### config.mk
export PLATFORM = sky130hd
export DESIGN_NAME = xbus_seq
export DESIGN_NICKNAME = d
export VERILOG_FILES = /design/src/rtl/xbus_pkg.sv /design/src/rtl/xbus_phase_ctr.sv /design/src/rtl/xbus_access_ctl.sv /design/src/rtl/xbus_strobe_gen.sv /design/src/rtl/xbus_seq.sv
export SDC_FILE = /design/constraint.sdc
export NUM_CORES = 1
export LEC_CHECK = 0
export BUFFER_PORTS_ARGS = -buffer_cell sky130_fd_sc_hd__buf_2
export CORE_UTILIZATION = 49
export CTS_BUF_LIST = sky130_fd_sc_hd__clkbuf_4 sky130_fd_sc_hd__clkbuf_8
export DETAILED_ROUTE_END_ITERATION = 8
export PLACE_DENSITY = 0.8
export SKIP_CTS_REPAIR_TIMING = 1
export SYNTH_ARGS = -nofsm -noshare
export SYNTH_HDL_FRONTEND = slang
export SYNTH_SLANG_ARGS = --single-unit
### constraint.sdc
create_clock -name clk -period 1.8 [get_ports clk]
set_input_delay 0 -clock clk [delete_from_list [all_inputs] [get_ports clk]]
set_output_delay 0 -clock clk [all_outputs]
set_load 0.01 [all_outputs]
### src/rtl/xbus_pkg.sv
// Shared types for the external bus sequencer.
package xbus_pkg;
    // Kind of the machine cycle currently on the bus.
    typedef enum logic [1:0] {
        KIND_FETCH = 2'd0,
        KIND_READ  = 2'd1,
        KIND_WRITE = 2'd2
    } kind_e;
endpackage

### src/rtl/xbus_phase_ctr.sv
// Position counter for the machine cycle.
// Counts 0..CYC-1 once running. After reset is released, one clock arms the
// counter, and that clock already shows position 0.
// Assumes: NUM_STATES is even, and STATE_CLKS >= 1.
module xbus_phase_ctr #(
    parameter int STATE_CLKS = 2,
    parameter int NUM_STATES = 6,
    parameter int CYC        = STATE_CLKS * NUM_STATES,
    parameter int CW         = $clog2(CYC)
) (
    input  logic          clk,
    input  logic          rst_n,
    output logic          live_o,
    output logic [CW-1:0] pos_o,
    output logic          last_o
);
    localparam logic [CW-1:0] LAST_C = CW'(CYC - 1);

    // Arm after reset, then advance the position and wrap it.
    always_ff @(posedge clk) begin
        if (!rst_n) begin
            live_o <= 1'b0;
            pos_o  <= '0;
        end else if (!live_o) begin
            live_o <= 1'b1;
        end else if (pos_o == LAST_C) begin
            pos_o <= '0;
        end else begin
            pos_o <= pos_o + 1'b1;
        end
    end

    // Boundary marker: last clock of a running machine cycle.
    always_comb last_o = live_o && (pos_o == LAST_C);

    p_pos_range_r11: assert property (@(posedge clk) disable iff (!rst_n)
        pos_o <= LAST_C);
    p_wrap_r11: assert property (@(posedge clk) disable iff (!rst_n)
        last_o |=> (pos_o == '0));
    p_idle_zero_r11: assert property (@(posedge clk) disable iff (!rst_n)
        !live_o |-> (pos_o == '0));
endmodule

### src/rtl/xbus_access_ctl.sv
// Access control: samples a data request at the cycle boundary and holds
// its fields for the whole data cycle. It also produces grant and done
// pulses and captures read data.
// Assumes: ADDR_W == 2*DATA_W. The request fields are valid whenever
// req_i is high.
module xbus_access_ctl
    import xbus_pkg::*;
#(
    parameter int STATE_CLKS = 2,
    parameter int NUM_STATES = 6,
    parameter int ADDR_W     = 16,
    parameter int DATA_W     = 8,
    parameter int CYC        = STATE_CLKS * NUM_STATES,
    parameter int CW         = $clog2(CYC)
) (
    input  logic              clk,
    input  logic              rst_n,
    input  logic              last_i,
    input  logic [CW-1:0]     pos_i,
    input  logic              req_i,
    input  logic              req_we_i,
    input  logic              req_wide_i,
    input  logic [ADDR_W-1:0] req_addr_i,
    input  logic [DATA_W-1:0] req_wdata_i,
    input  logic [DATA_W-1:0] p2_reg_i,
    input  logic [DATA_W-1:0] ad_i,
    output kind_e             kind_o,
    output logic [DATA_W-1:0] hi_o,
    output logic [DATA_W-1:0] lo_o,
    output logic [DATA_W-1:0] wdata_o,
    output logic              grant_o,
    output logic              done_o,
    output logic [DATA_W-1:0] rdata_o
);
    localparam logic [CW-1:0] SAMPLE_C = CW'(CYC - 2);

    // Latch the next cycle's kind and fields at the boundary.
    always_ff @(posedge clk) begin
        if (!rst_n) begin
            kind_o  <= KIND_FETCH;
            hi_o    <= '0;
            lo_o    <= '0;
            wdata_o <= '0;
        end else if (last_i) begin
            if (req_i) begin
                kind_o  <= req_we_i ? KIND_WRITE : KIND_READ;
                hi_o    <= req_wide_i ? req_addr_i[ADDR_W-1:DATA_W] : p2_reg_i;
                lo_o    <= req_addr_i[DATA_W-1:0];
                wdata_o <= req_wdata_i;
            end else begin
                kind_o <= KIND_FETCH;
            end
        end
    end

    // Grant and done pulses, both on the boundary edge.
    always_ff @(posedge clk) begin
        if (!rst_n) begin
            grant_o <= 1'b0;
            done_o  <= 1'b0;
        end else begin
            grant_o <= last_i && req_i;
            done_o  <= last_i && (kind_o != KIND_FETCH);
        end
    end

    // Capture the lane one clock before the read strobe is released.
    always_ff @(posedge clk) begin
        if (!rst_n) begin
            rdata_o <= '0;
        end else if (kind_o == KIND_READ && pos_i == SAMPLE_C) begin
            rdata_o <= ad_i;
        end
    end

    p_grant_edge_r5: assert property (@(posedge clk) disable iff (!rst_n)
        grant_o |-> $past(last_i));
    p_kind_hold_r5: assert property (@(posedge clk) disable iff (!rst_n)
        !$past(last_i) |-> $stable(kind_o));
    p_done_after_r9: assert property (@(posedge clk) disable iff (!rst_n)
        done_o |-> ($past(kind_o) != KIND_FETCH));
    p_rdata_hold_r9: assert property (@(posedge clk) disable iff (!rst_n)
        !($past(kind_o) == KIND_READ && $past(pos_i) == SAMPLE_C) |-> $stable(rdata_o));
endmodule

### src/rtl/xbus_strobe_gen.sv
// Strobe and lane decode. It turns the position and the cycle kind into
// the address latch, program-store, read and write strobes. It also muxes
// the lane and the high byte, and models the external low-address latch.
// Assumes: the kind and its fields change only at the boundary.
module xbus_strobe_gen
    import xbus_pkg::*;
#(
    parameter int STATE_CLKS = 2,
    parameter int NUM_STATES = 6,
    parameter int ADDR_W     = 16,
    parameter int DATA_W     = 8,
    parameter int CYC        = STATE_CLKS * NUM_STATES,
    parameter int CW         = $clog2(CYC)
) (
    input  logic              clk,
    input  logic              rst_n,
    input  logic              live_i,
    input  logic [CW-1:0]     pos_i,
    input  kind_e             kind_i,
    input  logic [DATA_W-1:0] hi_i,
    input  logic [DATA_W-1:0] lo_i,
    input  logic [DATA_W-1:0] wdata_i,
    input  logic [ADDR_W-1:0] pc_i,
    output logic              ale_o,
    output logic              psen_n_o,
    output logic              rd_n_o,
    output logic              wr_n_o,
    output logic [DATA_W-1:0] addr_hi_o,
    output logic [DATA_W-1:0] addr_lo_o,
    output logic [DATA_W-1:0] ad_o,
    output logic              ad_oe_o
);
    localparam int HALF = CYC / 2;
    localparam logic [CW-1:0] HALF_C    = CW'(HALF);
    localparam logic [CW-1:0] QTR_C     = CW'(HALF / 2);
    localparam logic [CW-1:0] ALE_LEN_C = CW'(STATE_CLKS);
    localparam logic [CW-1:0] ALE_END_C = CW'(STATE_CLKS - 1);

    logic          upper;
    logic [CW-1:0] ph;
    logic          fetch;
    logic          addr_ph;
    logic          wr_ph;

    // Position inside the current half of the machine cycle.
    always_comb begin
        upper = (pos_i >= HALF_C);
        ph    = upper ? (pos_i - HALF_C) : pos_i;
        fetch = (kind_i == KIND_FETCH);
    end

    // Strobe decode. The data cycle drops the second latch pulse and both reads.
    always_comb begin
        ale_o    = live_i && (ph < ALE_LEN_C) && (fetch || !upper);
        psen_n_o = !(live_i && fetch && (ph >= QTR_C));
        rd_n_o   = !(live_i && kind_i == KIND_READ && upper);
        wr_n_o   = !(live_i && kind_i == KIND_WRITE && upper);
    end

    // Lane and high-byte mux.
    always_comb begin
        addr_ph   = fetch ? (ph < QTR_C) : !upper;
        wr_ph     = (kind_i == KIND_WRITE) && upper;
        ad_oe_o   = live_i && (addr_ph || wr_ph);
        ad_o      = wr_ph ? wdata_i : (fetch ? pc_i[DATA_W-1:0] : lo_i);
        addr_hi_o = fetch ? pc_i[ADDR_W-1:DATA_W] : hi_i;
    end

    // External address latch model: capture in the last clock of a latch pulse.
    always_ff @(posedge clk) begin
        if (!rst_n) begin
            addr_lo_o <= '0;
        end else if (ale_o && ph == ALE_END_C) begin
            addr_lo_o <= ad_o;
        end
    end

    p_lane_off_rd_r8: assert property (@(posedge clk) disable iff (!rst_n)
        !rd_n_o |-> !ad_oe_o);
    p_psen_quiet_r6: assert property (@(posedge clk) disable iff (!rst_n)
        (kind_i != KIND_FETCH) |-> psen_n_o);
    p_ale_skip_r6: assert property (@(posedge clk) disable iff (!rst_n)
        (kind_i != KIND_FETCH && upper) |-> !ale_o);
    p_hi_hold_r7: assert property (@(posedge clk) disable iff (!rst_n)
        (kind_i != KIND_FETCH && pos_i != '0) |-> $stable(addr_hi_o));
    p_latch_r4: assert property (@(posedge clk) disable iff (!rst_n)
        $fell(ale_o) |-> (addr_lo_o == $past(ad_o)));
    p_one_strobe_r8: assert property (@(posedge clk) disable iff (!rst_n)
        $countones({!psen_n_o, !rd_n_o, !wr_n_o}) <= 1);
endmodule

### src/rtl/xbus_seq.sv
// External memory bus sequencer (top). It ties the position counter, the
// access control and the strobe decode together.
// Assumes: ADDR_W == 2*DATA_W. The core holds req_i until grant_o to make
// sure the request is accepted.
module xbus_seq
    import xbus_pkg::*;
#(
    parameter int STATE_CLKS = 2,
    parameter int NUM_STATES = 6,
    parameter int ADDR_W     = 16,
    parameter int DATA_W     = 8
) (
    input  logic              clk,
    input  logic              rst_n,
    input  logic [ADDR_W-1:0] pc_i,
    input  logic              req_i,
    input  logic              req_we_i,
    input  logic              req_wide_i,
    input  logic [ADDR_W-1:0] req_addr_i,
    input  logic [DATA_W-1:0] req_wdata_i,
    input  logic [DATA_W-1:0] p2_reg_i,
    output logic              grant_o,
    output logic              done_o,
    output logic [DATA_W-1:0] rdata_o,
    output logic              ale_o,
    output logic              psen_n_o,
    output logic              rd_n_o,
    output logic              wr_n_o,
    output logic [DATA_W-1:0] addr_hi_o,
    output logic [DATA_W-1:0] addr_lo_o,
    output logic [DATA_W-1:0] ad_o,
    output logic              ad_oe_o,
    input  logic [DATA_W-1:0] ad_i
);
    localparam int CYC = STATE_CLKS * NUM_STATES;
    localparam int CW  = $clog2(CYC);

    logic              live;
    logic [CW-1:0]     pos;
    logic              last;
    kind_e             kind;
    logic [DATA_W-1:0] hi_q;
    logic [DATA_W-1:0] lo_q;
    logic [DATA_W-1:0] wdata_q;

    xbus_phase_ctr #(
        .STATE_CLKS(STATE_CLKS), .NUM_STATES(NUM_STATES), .CYC(CYC), .CW(CW)
    ) u_phase (
        .clk(clk), .rst_n(rst_n), .live_o(live), .pos_o(pos), .last_o(last)
    );

    xbus_access_ctl #(
        .STATE_CLKS(STATE_CLKS), .NUM_STATES(NUM_STATES),
        .ADDR_W(ADDR_W), .DATA_W(DATA_W), .CYC(CYC), .CW(CW)
    ) u_ctl (
        .clk(clk), .rst_n(rst_n), .last_i(last), .pos_i(pos),
        .req_i(req_i), .req_we_i(req_we_i), .req_wide_i(req_wide_i),
        .req_addr_i(req_addr_i), .req_wdata_i(req_wdata_i),
        .p2_reg_i(p2_reg_i), .ad_i(ad_i),
        .kind_o(kind), .hi_o(hi_q), .lo_o(lo_q), .wdata_o(wdata_q),
        .grant_o(grant_o), .done_o(done_o), .rdata_o(rdata_o)
    );

    xbus_strobe_gen #(
        .STATE_CLKS(STATE_CLKS), .NUM_STATES(NUM_STATES),
        .ADDR_W(ADDR_W), .DATA_W(DATA_W), .CYC(CYC), .CW(CW)
    ) u_strobe (
        .clk(clk), .rst_n(rst_n), .live_i(live), .pos_i(pos), .kind_i(kind),
        .hi_i(hi_q), .lo_i(lo_q), .wdata_i(wdata_q), .pc_i(pc_i),
        .ale_o(ale_o), .psen_n_o(psen_n_o), .rd_n_o(rd_n_o), .wr_n_o(wr_n_o),
        .addr_hi_o(addr_hi_o), .addr_lo_o(addr_lo_o),
        .ad_o(ad_o), .ad_oe_o(ad_oe_o)
    );

    p_reset_quiet_r11: assert property (@(posedge clk)
        !$past(rst_n) |-> (!ale_o && psen_n_o && rd_n_o && wr_n_o && !ad_oe_o)) ;
endmodule

# == After elaboration in Yosys (flattened, before gate mapping) ==
# Cells that the tools add are included.
# totals
mem_bits_ro,0
latch_bits,0
inputBits,61
out_inout_bits,39
regBits,49
memories,0
word_cells,55
mem_bits_rw,0
# classes
order_cmp,4
add_sub_neg,2
eq_ne,5
div,0
n_shift,0
bitwise_logic,0
reduce_logical,24
muxes,10
mul,0
# op_table
operator,count
2-to-1 mux 8 bit,4
logical AND 1 bit,15
equality test 4 bit (second input constant),2
less-than comparator 4 x 2 -> 1 bit (second input constant),2
2-to-1 mux 4 bit,2
adder 4 x 1 -> 4 bit (second input constant),1
equality test 4 x 1 -> 1 bit (second input constant),1
>= comparator 4 x 2 -> 1 bit (second input constant),1
>= comparator 4 x 3 -> 1 bit (second input constant),1
logical NOT 1 bit,4
2-to-1 mux 2 bit,2
subtractor 4 x 3 -> 4 bit (second input constant),1
equality test 2 x 1 -> 1 bit (second input constant),1
equality test 2 bit (second input constant),1
logical NOT 2 bit,1
logical OR 1 bit,2
2-to-1 mux 1 bit,2
AND reduction 2 bit,1
nonzero test 2 bit,1

# == Longest topological paths before layout ==
# logic_depth
ltp_word,6
ltp_mapped,7
mapped_depth_nobuf,6

# == Hierarchy ==
# Synthesis repeated with hierarchy kept, for this count alone.
# hier_totals
cells_unflattened,245
area_unflattened_um2,2349.8
# modules_own_cells
mod,area_each_um2,cells_each,seq_area_each_um2,instances
xbus_access_ctl,1455.1,155,720.7,1
xbus_strobe_gen,695.7,70,160.2,1
xbus_phase_ctr,198.9,20,100.1,1

# == Worst setup path after synthesis ==
# No wires, ideal clock.
# synth_path
kind,register to output
start,register u_phase.pos_o[0]
end,output port ad_o[0]
required_time_ns,1.800
arrival_time_ns,1.535
slack_ns,0.265
n_path_buf,1
stages_incl_launch_ff,8
path_cell_list,dfxtp_1 inv_1 ha_1 o21a_1 o21ai_2 clkbuf_8 nor2_1 a21oi_1
# synth_via
elab_chain_len,3
# synth_lines
item,line_no,rtl
from (decl),xbus_phase_ctr.sv:14,"output logic [CW-1:0] pos_o,"
from (signal assigned),xbus_phase_ctr.sv:29,pos_o <= pos_o + 1'b1;
>= comparator 4 x 3 -> 1 bit,xbus_strobe_gen.sv:47,upper = (pos_i >= HALF_C);
logical AND 1 bit,xbus_strobe_gen.sv:63,wr_ph = (kind_i == KIND_WRITE) && upper;
2-to-1 mux 8 bit,xbus_strobe_gen.sv:65,ad_o = wr_ph ? wdata_i : (fetch ? pc_i[DATA_W-1:0] : lo_i);
to (decl),xbus_seq.sv:31,"output logic [DATA_W-1:0] ad_o,"
# Every way passes these cells.

# == Final worst setup path ==
# layout_path
start,register u_ctl.kind_o[0]
end,output port ad_o[6]
# layout_via
elab_chain_len,3
elab_cells_between_ends,5
# layout_lines
item,line_no,rtl
from (decl),xbus_access_ctl.sv:27,"output kind_e kind_o,"
from (signal assigned),xbus_access_ctl.sv:46,kind_o <= req_we_i ? KIND_WRITE : KIND_READ;
logical NOT 2 bit or equality test 2 bit (tied branches),"xbus_strobe_gen.sv:49, xbus_strobe_gen.sv:63",
2-to-1 mux 8 bit or logical AND 1 bit (tied branches),"xbus_strobe_gen.sv:65, xbus_strobe_gen.sv:63",
2-to-1 mux 8 bit (*),xbus_strobe_gen.sv:65,
# Every way passes the cells marked *; elsewhere a longest branch is shown, timed or not.

==> summary.md <==
| Metric | Value |
|---|---|
| Worst-Margin Slew | 0.418 ns |
| Largest net degree at the start of global routing | 33 |
| Worst-Skew Late Latency | 0.29 ns |
| Kind of critical path | reg2out |
| H-tree depth | 2 |
| Std-Cell Rows | 24 |
| Most used flip-flop cell after synthesis | dfxtp_1 |
| Post-synthesis mux area share | 14.4% |
| Final Hold Viols | 7 |
| Die H | 71.3 um |
| Clock Skew | 0.00422 ns |
| CTS Root Cell | clkbuf_8 |
| Internal power | 1.61 mW |
| N_diodes | 0 |
| Max Root-Sink Buffers | 2 |
| Mapped Cells | 252 |
| Largest family of logic cells by synthesized area | compound AO/OA/AOI/OAI gates |
| Switch Pwr | 506 uW |
| Nets | 438 |
| Mapped cell area | 2360 um2 |
| Compound-Gate Fraction of Synth Area | 18.4% |
| Core ar. | 4470 um2 |
| DIE WIDTH | 71.3 um |
| Top area cells in the synthesized netlist | dfxtp_1 (42%), mux2i_1 (11%), nand2_1 (7.8%) |
| Max Cap Viol | 0 |
| Vias in the first global route | 1935 |
| Drt total wl | 6430 um |
| GPL Wtd Cong | 0.813 |
| Cell Pwr Density | 634 nW/um2 |
| Clk slew on worst S/H paths | 0.09 ns |
| Finish-stage setup viols | 8 |
| Max-slew headroom | 72.1% |
| Tmin final | 1.85 ns |
| Simple-Gate Fraction of Synth Area | 17.7% |
| Async SR Flop Fraction | 0% |
| Hold Crit Class | in2reg |
| Post-Synth Adder-Cell Area | 1.06% |
| Leak pwr | 1.70 nW |
| Syn. warnings | 0 |
| Failing checks | design-rule violations, negative hold slack, negative setup slack |
| Yosys reg bits | 49 |
| TritonCTS buffer count | 5 |
| Layout cells sized above 1 | 43.9% |
| DP Wirelength | 3940 um |
| Pins over their slew limit | 0 |
| Die area | 5090 um2 |
| Final ANT Viol Nets | 0 |
| Post-synth EDFFs | 0 |
| CTS tree | done |
| Power, Total | 2.12 mW |
| Synth top area share | 41.6% |
| I/O pin cnt | 100 |
| Critical Path Source Type | register |
| Vias | 2248 |
| Synth cell types | 37 |
| Area delta synth->final | 42.0% |
| GRT Total Usage | 21.4% |
| 1st-pass router iterations | 7 |
| XOR/XNOR Fraction of Synth Area | 0.743% |
| Iteration-0 DRC Markers | 115 |
| F_max | 0.541 GHz |
| Critical Path AT | 1.85 ns |
| Sw frac | 23.9% |
| Seq/Total Area, Yosys | 41.6% |
| Status | finished, violations left |
| Fin Hold WS | -0.0402 ns |
| Setup slack after layout | -0.0488 ns |
| Comb pwr share | 13.8% |
| Vias per cell | 5.25 |
| Unrepaired setup endpoints after global routing | true |
| Max VDD drop | 438 uV |
| DR WL/cell | 15.0 um |
| Cell accounting for the most synthesized area | dfxtp_1 |
| Global-route wire length before repair | 8660 um |
| Mean Syn Cell Area | 9.35 um2 |
| Port Buffers | 99 |
| Grt ovf | 0 |
| Final worst-path cycle share | 103% |
| Initial core utilization | 52.7% |
| Initial antenna violation count | 0 |
| CP Max Fanout | 8 |
| Clock share of power | 33.2% |
| Layout Utilization | 74.8% |
| Setup_tns | -0.174 ns |
| Crit. End Element | primary output |
| Clock sinks | 49 |
| Syn Nets | 315 |
| Req. time, crit path | 1.80 ns |
| Flop pwr share | 53.0% |
| Remaining DRCs | 6 |
-- placed cells by master, fill, tap and decap left out, types with 2 or more instances in the layout --
| master | netlist | routed |
|---|---|---|
| a21oi_2 | 0 | 8 |
| clkbuf_16 | 0 | 2 |
| nand3_1 | 2 | 2 |
| buf_2 | 2 | 99 |
| mux2_2 | 8 | 8 |
| o21ai_2 | 3 | 2 |
| mux2i_1 | 25 | 25 |
| o211a_1 | 10 | 10 |
| a31oi_1 | 8 | 8 |
| o21ai_0 | 8 | 8 |
| xnor2_1 | 2 | 2 |
| nor2_2 | 0 | 4 |
| nand2_1 | 49 | 48 |
| nor2b_1 | 10 | 10 |
| clkbuf_8 | 1 | 7 |
| a21boi_0 | 5 | 5 |
| and2b_2 | 2 | 2 |
| buf_4 | 0 | 12 |
| dlygate4sd3_1 | 0 | 17 |
| nor2_1 | 13 | 5 |
| nor2_4 | 1 | 5 |
| inv_1 | 3 | 2 |
| dfxtp_1 | 49 | 47 |
| a21boi_1 | 14 | 14 |
-- power groups by stage --
stage                     Combinational [mW]  Clock (mW)  Sequential (mW)
after floorplan                        0.121           0             1.15
after CTS                              0.245       0.711             1.12
after global routing                   0.319       0.749             1.13
after global placement                 0.241           0             1.14
after detailed placement               0.243           0             1.14
final                                  0.292       0.705             1.12
-- layer usage --
layer | part of all wire, % | routed length (um) | GRT usage [%] | vias to the layer above
met2 | 52 | 3350 | 38.4 | 82
met4 | 0.76 | 49 | 4.67 | 0
met1 | 42 | 2720 | 26.6 | 1043
met5 | 0 | 0 | 0 | -
li1 | - | - | - | 1116
met3 | 4.9 | 314 | 3.94 | 7
-- cells in the mapped netlist (all sizes together), types with 6 or more instances --
library cell,count
dfxtp,49
nand2,49
mux2i,25
a21boi,19
nor2,14
buf,11
o21ai,11
nor2b,10
o211a,10
a21oi,8
a31oi,8
mux2,8
clkbuf,6
-- path summary, 6_finish.rpt --
check / cells after the start / slack [ns] / endpoint / from
setup / recovery: 5 / -0.05 / ad_o[6] / u_ctl.kind_o[0]
hold / removal: 3 / -0.04 / u_ctl.rdata_o[3] / ad_i[3]
setup reg to reg: 9 / 0.07 / u_strobe.addr_lo_o[1] / u_phase.pos_o[0]
hold reg to reg: 2 / 0.46 / u_ctl.lo_o[4] / u_ctl.lo_o[4]
-- final cells by class --
cell class | count | area (um2)
clock buffer | 7 | 96.3
clock inverter | 1 | 5.00
fill | 323 | 1130
inverter | 3 | 13.8
multi-input combinational | 184 | 1340
sequential | 49 | 986
tap | 52 | 65.1
timing repair buffer | 132 | 837
-- per-stage QoR --
stage / setup slack, ns / area [um2] / std cells
after floorplan: 0.265 / 2360 / 252
after global placement: 0.179 / 2850 / 393
after detailed placement: 0.118 / 2850 / 393
after CTS: -0.148 / 2950 / 401
after global routing: -0.155 / 3350 / 428
final: -0.0488 / 3350 / 428
-- registers in the layout, indices dropped and copies added, names as in the netlist --
register	cells
u_ctl.done_o	1
u_phase.pos_o	4
u_ctl.lo_o	8
u_ctl.rdata_o	8
u_phase.live_o	1
u_ctl.wdata_o	8
u_ctl.hi_o	8
u_ctl.kind_o	2
u_ctl.grant_o	1
u_strobe.addr_lo_o	8
-- critical path, stage by stage (launching register included) --
cell,delay (ns)
dfxtp_1,0.38
nor2_4,0.33
buf_4,0.23
mux2i_1,0.36
a21oi_2,0.11
buf_2,0.15
-- cell families (layout without fill, tap and decap cells) --
family	after synthesis	after routing
and+or+nand+nor	86	87
AOI/OAI and AO/OA	60	60
DFF	49	49
muxes	33	33
buffers and inverters	20	143
adders and majority gates	2	2
xor gates and xnor gates	2	2
Power figures use the tool's default switching activity.
